--- src/rtl/tblrd_pkg.sv ---
package tblrd_pkg;
    typedef enum logic [1:0] {
        ST_IDLE  = 2'd0,
        ST_FETCH = 2'd1,
        ST_WRITE = 2'd2
    } tr_state_e;

    typedef enum logic {
        MODE_PAGED = 1'b0,
        MODE_LAST  = 1'b1
    } tr_mode_e;
endpackage

--- src/rtl/tblrd_addr_gen.sv ---
module tblrd_addr_gen
    import tblrd_pkg::*;
#(
    parameter int PM_AW  = 13,
    parameter int BYTE_W = 8
) (
    input  logic [BYTE_W-1:0] lo_ptr,
    input  logic [BYTE_W-1:0] hi_ptr,
    input  tr_mode_e          mode,
    output logic [PM_AW-1:0]  addr
);
    localparam int PG_W = PM_AW - BYTE_W;

    logic [PG_W-1:0] page;

    always_comb begin
        unique case (mode)
            MODE_LAST:  page = '1;
            default:    page = hi_ptr[PG_W-1:0];
        endcase
    end

    assign addr = {page, lo_ptr};
endmodule

--- src/rtl/tblrd_regs.sv ---
module tblrd_regs #(
    parameter int            BYTE_W     = 8,
    parameter int            RF_AW      = 8,
    parameter logic [RF_AW-1:0] LO_ADR  = 8'h05,
    parameter logic [RF_AW-1:0] HI_ADR  = 8'h06,
    parameter logic [RF_AW-1:0] LAT_ADR = 8'h07
) (
    input  logic              clk,
    input  logic              rst_n,
    input  logic              reg_we,
    input  logic [RF_AW-1:0]  reg_addr,
    input  logic [BYTE_W-1:0] reg_wdata,
    output logic [BYTE_W-1:0] reg_rdata,
    input  logic              lat_ld,
    input  logic [BYTE_W-1:0] lat_din,
    output logic [BYTE_W-1:0] lo_ptr,
    output logic [BYTE_W-1:0] hi_ptr
);
    logic [BYTE_W-1:0] hi_lat;

    always_ff @(posedge clk or negedge rst_n) begin
        if (!rst_n) begin
            lo_ptr <= '0;
            hi_ptr <= '0;
        end else if (reg_we) begin
            if (reg_addr == LO_ADR) lo_ptr <= reg_wdata;
            if (reg_addr == HI_ADR) hi_ptr <= reg_wdata;
        end
    end

    // latch is loaded only by the read engine; the register port cannot reach it
    always_ff @(posedge clk or negedge rst_n) begin
        if (!rst_n)      hi_lat <= '0;
        else if (lat_ld) hi_lat <= lat_din;
    end

    always_comb begin
        if (reg_addr == LO_ADR)       reg_rdata = lo_ptr;
        else if (reg_addr == HI_ADR)  reg_rdata = hi_ptr;
        else if (reg_addr == LAT_ADR) reg_rdata = hi_lat;
        else                          reg_rdata = '0;
    end


    latch_ro_chk: assert property (@(posedge clk) disable iff (!rst_n)
        !lat_ld |=> $stable(hi_lat));
endmodule

--- src/rtl/tblrd_ctrl.sv ---
module tblrd_ctrl
    import tblrd_pkg::*;
#(
    parameter int DM_AW = 8
) (
    input  logic             clk,
    input  logic             rst_n,
    input  logic             op_valid,
    input  logic             op_last,
    input  logic [DM_AW-1:0] op_dest,
    output tr_mode_e         mode,
    output logic [DM_AW-1:0] dest,
    output logic             busy,
    output logic             wr_phase
);
    tr_state_e state, state_nx;
    logic      accept;

    assign accept = op_valid && (state != ST_FETCH);

    always_comb begin
        state_nx = state;
        unique case (state)
            ST_IDLE:  if (op_valid) state_nx = ST_FETCH;
            ST_FETCH: state_nx = ST_WRITE;
            ST_WRITE: state_nx = op_valid ? ST_FETCH : ST_IDLE;
            default:  state_nx = ST_IDLE;
        endcase
    end

    always_ff @(posedge clk or negedge rst_n) begin
        if (!rst_n) begin
            state <= ST_IDLE;
            mode  <= MODE_PAGED;
            dest  <= '0;
        end else begin
            state <= state_nx;
            if (accept) begin
                mode <= tr_mode_e'(op_last);
                dest <= op_dest;
            end
        end
    end

    always_comb begin
        busy     = 1'b0;
        wr_phase = 1'b0;
        unique case (state)
            ST_FETCH: busy     = 1'b1;
            ST_WRITE: wr_phase = 1'b1;
            default:  ;
        endcase
    end


    busy_one_cycle_chk: assert property (@(posedge clk) disable iff (!rst_n)
        busy |=> !busy);

    accept_to_busy_chk: assert property (@(posedge clk) disable iff (!rst_n)
        (op_valid && !busy) |=> busy);

    write_after_fetch_chk: assert property (@(posedge clk) disable iff (!rst_n)
        busy |=> wr_phase);

    write_has_fetch_chk: assert property (@(posedge clk) disable iff (!rst_n)
        wr_phase |-> $past(busy));
endmodule

--- src/rtl/tblrd_unit.sv ---
module tblrd_unit
    import tblrd_pkg::*;
#(
    parameter int                PM_WORDS = 8192,
    parameter int                WORD_W   = 16,
    parameter int                DM_AW    = 8,
    parameter int                RF_AW    = 8,
    parameter logic [RF_AW-1:0]  LO_ADR   = 8'h05,
    parameter logic [RF_AW-1:0]  HI_ADR   = 8'h06,
    parameter logic [RF_AW-1:0]  LAT_ADR  = 8'h07
) (
    input  logic                     clk,
    input  logic                     rst_n,
    input  logic                     op_valid,
    input  logic                     op_last,
    input  logic [DM_AW-1:0]         op_dest,
    output logic                     busy,
    output logic [$clog2(PM_WORDS)-1:0] pm_addr,
    input  logic [WORD_W-1:0]        pm_rdata,
    output logic                     dm_we,
    output logic [DM_AW-1:0]         dm_waddr,
    output logic [WORD_W/2-1:0]      dm_wdata,
    input  logic                     reg_we,
    input  logic [RF_AW-1:0]         reg_addr,
    input  logic [WORD_W/2-1:0]      reg_wdata,
    output logic [WORD_W/2-1:0]      reg_rdata
);
    localparam int PM_AW  = $clog2(PM_WORDS);
    localparam int BYTE_W = WORD_W / 2;

    tr_mode_e          mode;
    logic [BYTE_W-1:0] lo_ptr, hi_ptr;
    logic              wr_phase;

    tblrd_ctrl #(.DM_AW(DM_AW)) u_ctrl (
        .clk      (clk),
        .rst_n    (rst_n),
        .op_valid (op_valid),
        .op_last  (op_last),
        .op_dest  (op_dest),
        .mode     (mode),
        .dest     (dm_waddr),
        .busy     (busy),
        .wr_phase (wr_phase)
    );

    tblrd_addr_gen #(.PM_AW(PM_AW), .BYTE_W(BYTE_W)) u_addr (
        .lo_ptr (lo_ptr),
        .hi_ptr (hi_ptr),
        .mode   (mode),
        .addr   (pm_addr)
    );

    tblrd_regs #(
        .BYTE_W (BYTE_W), .RF_AW (RF_AW),
        .LO_ADR (LO_ADR), .HI_ADR (HI_ADR), .LAT_ADR (LAT_ADR)
    ) u_regs (
        .clk       (clk),
        .rst_n     (rst_n),
        .reg_we    (reg_we),
        .reg_addr  (reg_addr),
        .reg_wdata (reg_wdata),
        .reg_rdata (reg_rdata),
        .lat_ld    (wr_phase),
        .lat_din   (pm_rdata[WORD_W-1:BYTE_W]),
        .lo_ptr    (lo_ptr),
        .hi_ptr    (hi_ptr)
    );

    assign dm_we    = wr_phase;
    assign dm_wdata = pm_rdata[BYTE_W-1:0];


    low_addr_chk: assert property (@(posedge clk) disable iff (!rst_n)
        busy |-> pm_addr[BYTE_W-1:0] == lo_ptr);

    last_page_chk: assert property (@(posedge clk) disable iff (!rst_n)
        (busy && mode == MODE_LAST) |-> &pm_addr[PM_AW-1:BYTE_W]);

    paged_chk: assert property (@(posedge clk) disable iff (!rst_n)
        (busy && mode == MODE_PAGED) |-> pm_addr[PM_AW-1:BYTE_W] == hi_ptr[PM_AW-BYTE_W-1:0]);
endmodule

--- config.mk ---
export PLATFORM = sky130hd
export DESIGN_NAME = tblrd_unit
export DESIGN_NICKNAME = d
export VERILOG_FILES = /design/src/rtl/tblrd_pkg.sv /design/src/rtl/tblrd_addr_gen.sv /design/src/rtl/tblrd_regs.sv /design/src/rtl/tblrd_ctrl.sv /design/src/rtl/tblrd_unit.sv
export SDC_FILE = /design/constraint.sdc
export NUM_CORES = 1
export LEC_CHECK = 0
export ABC_CLOCK_PERIOD_IN_PS = 1500
export CORE_UTILIZATION = 37
export CTS_CLUSTER_SIZE = 10
export DETAILED_ROUTE_END_ITERATION = 8
export PLACE_DENSITY = 0.85
export SLEW_MARGIN = 20
export SYNTH_ARGS = -nofsm -noshare
export SYNTH_HDL_FRONTEND = slang
export SYNTH_HIERARCHICAL = 1
export SYNTH_SLANG_ARGS = --single-unit
export TNS_END_PERCENT = 10
--- constraint.sdc ---
create_clock -name clk -period 1.5 [get_ports clk]
set_clock_uncertainty 0.2 [all_clocks]
set_input_delay 0.3 -clock clk [delete_from_list [all_inputs] [get_ports clk]]
set_output_delay 0.3 -clock clk [all_outputs]
set_load 0.005 [all_outputs]
==> metrics <==
FILL cells between 300 and 400; Area after DPL around 0.0026 mm^2; Initial DRT Pass Iterations 3; I/O Pins 84; crit path DAT approximately 1300 ps; MaxCap Viol Count 0; hold_ws 290.5 ps; Synth Area per Inst around 14 um^2; critical path class flop to output port; mapped cell area 0.001784 mm^2; Setup crit end kind output port; Die Y a little over 70 um; Core Footprint around 0.0045 mm^2; crit path time final 1798 ps; layout cells sized above 1 between 60 and 70%; Vias about 1300; clk root buf clkbuf_8; Pleak 1.389 nW; sequential area share after synthesis about half; Slowest cell on crit path dfrtp_1; commonest non-fill, non-tap cell in the layout dfrtp_1; CTS Buffer Depth 2; count of unique library cells instantiated by Yosys 17; final net count ~270; area grow syn2layout 55.47%; Worst Hold Class input port to async pin; Vias per Instance between 4 and 5; slew margin rel. between 80% and 90%; Worst Reg-to-Reg Cells 3; CTS tree built; TritonCTS Buffers 5; Rows 24; post-detail-place hpwl 2893 um; clock slew at reported path FFs 70 ps; Sinks on Clock Net 35; port bufs 67; die area 0.005104 mm^2; routed len/inst 15.86 um; 1st-iter DRT viols 12; DRC violations left 0; largest net degree at the start of global routing 36; total gr overflow 0; final instance area 0.002774 mm^2; Max stage delay on crit path around 380 ps; Synth Net Count between 150 and 200; # diodes 0; f_max roughly 560 MHz; first-pass GRT wire length slightly below 7000 um; chip width 71.44 um; crit path max fanout 2; Final WS setup -298.1 ps; FF-to-FF Start u_ctrl/state[0]$_DFFE_PN0P_; # setup viols final 29; period utilisation layout 119.9%; Power per Cell Area roughly 860 mW/mm^2; Worst-Margin Slew approximately 230 ps; worst-path cell chain mux2_4 -> a22oi_2 -> nor2_2 -> buf_2; GRT Total Usage 18.29%; ANT nets after route 0; total power roughly 2.4 mW; latest clock arrival within the worst-skew pair roughly 280 ps; crit path launch u_regs/hi_ptr[3]$_DFFE_PN0P_; Hold Fails Final Rpt 0; count of final max-slew check failures 0; most frequent cells in the layout dfrtp_1 (35), buf_4 (29), clkdlybuf4s50_1 (27); placer's final routability congestion estimate roughly 0.75; startpoint types flop; Initial Util 39.61%; Setup TNS -4049 ps; failing checks setup timing; RSZ-0062 raised after global routing true; run status finished with violations; Gate Count Post-Synth 130; synthesis-stage register bit count 35; Post-Route WL around 4400 um; Worst EP required 1000 ps; vias in the first global route around 1500; H-tree depth 2; Synth Warn # 6; worst vdd ir 0.0006176 V; initial antenna violation count 0
-- worst paths after layout --
kind	end	slack, ps
min in group clk	u_regs/hi_lat[0]$_DFFE_PN0P_	310
worst max-delay path	reg_rdata[3]	-300
worst min-delay path	u_regs/hi_lat[6]$_DFFE_PN0P_	290
worst min register to register	u_regs/hi_lat[0]$_DFFE_PN0P_	310
max in group asynchronous	u_regs/lo_ptr[1]$_DFFE_PN0P_	620
worst max register to register	u_regs/hi_lat[5]$_DFFE_PN0P_	60
-- cells in the mapped netlist --
cell type   n  area share [%]
nand2b_4    1            0.77
or2_1       5             1.8
clkbuf_1    1            0.21
and2b_1     3             1.3
a22oi_1     8             3.4
mux2_2     32              20
buf_2       1            0.28
nor2b_4     1            0.77
buf_4      18             7.6
nor2_1      9             1.9
nand2_1     1            0.21
mux2_4      9             7.6
buf_6       1            0.63
nor4b_4     1             1.3
nand4_4     2             2.4
dfrtp_1    35              49
nor2b_1     2            0.70
-- final cells by class --
class,instances,area [um^2],area share (%)
timing repair buffer,108,910.9,32.84
sequential,35,875.8,31.57
multi-input combinational,74,838.3,30.22
clock buffer,5,68.82,2.481
tap,52,65.06,2.346
clock inverter,3,15.01,0.5413
-- cell families after synthesis --
group,synth area share [%]
compound gates,3.366
buf+inv,8.695
flops,49.09
mux,27.77
simple gates,11.08
-- through the flow --
step	util [%]	std cells	setup WS (ps)
2_1_floorplan	-	130	-49.15
3_3_place_gp	56.78	252	-973.1
3_5_place_dp	56.78	252	-982.8
4_1_cts	61.53	275	-305.3
5_1_grt	61.58	277	-360.9
6_report	61.58	277	-298.1
-- timing repair --
action	CTS	global route
resized for setup	122	19
buffers inserted	14	2
pin swaps	15	10
hold endpoints to repair	35	0
endpoints found under the setup margin	47	39
hold buffers	1	0
-- flip-flops by register name, indices dropped and copies added, names as in the netlist --
name / count
u_ctrl/mode: 1
u_ctrl/dest: 8
u_ctrl/state: 2
u_regs/lo_ptr: 8
u_regs/hi_ptr: 8
u_regs/hi_lat: 8
-- report_power, final --
part	leakage [nW]	switching [mW]	internal [mW]	total (mW)
Sequential	0.445	0.0683	1.06	1.13
Clock	0.0477	0.332	0.317	0.650
Combinational	0.897	0.205	0.412	0.617
Total	1.39	0.606	1.79	2.39
-- layer usage --
layer	vias up	GRT usage (%)	wire length, um
met5	-	0	0
met3	11	6.470	341
met2	60	31.43	2191
met1	650	20.58	1775
met4	0	7.778	85
li1	625	-	-
-- worst max-delay path: cells and delay by family, from the launching register on --
| kind | cells | cell delay [ps] |
|---|---|---|
| compound gates | 1 | 180 |
| buf+inv | 1 | 120 |
| flops | 1 | 380 |
| mux | 1 | 270 |
| simple gates | 1 | 50 |
Power figures use the tool's default switching activity.
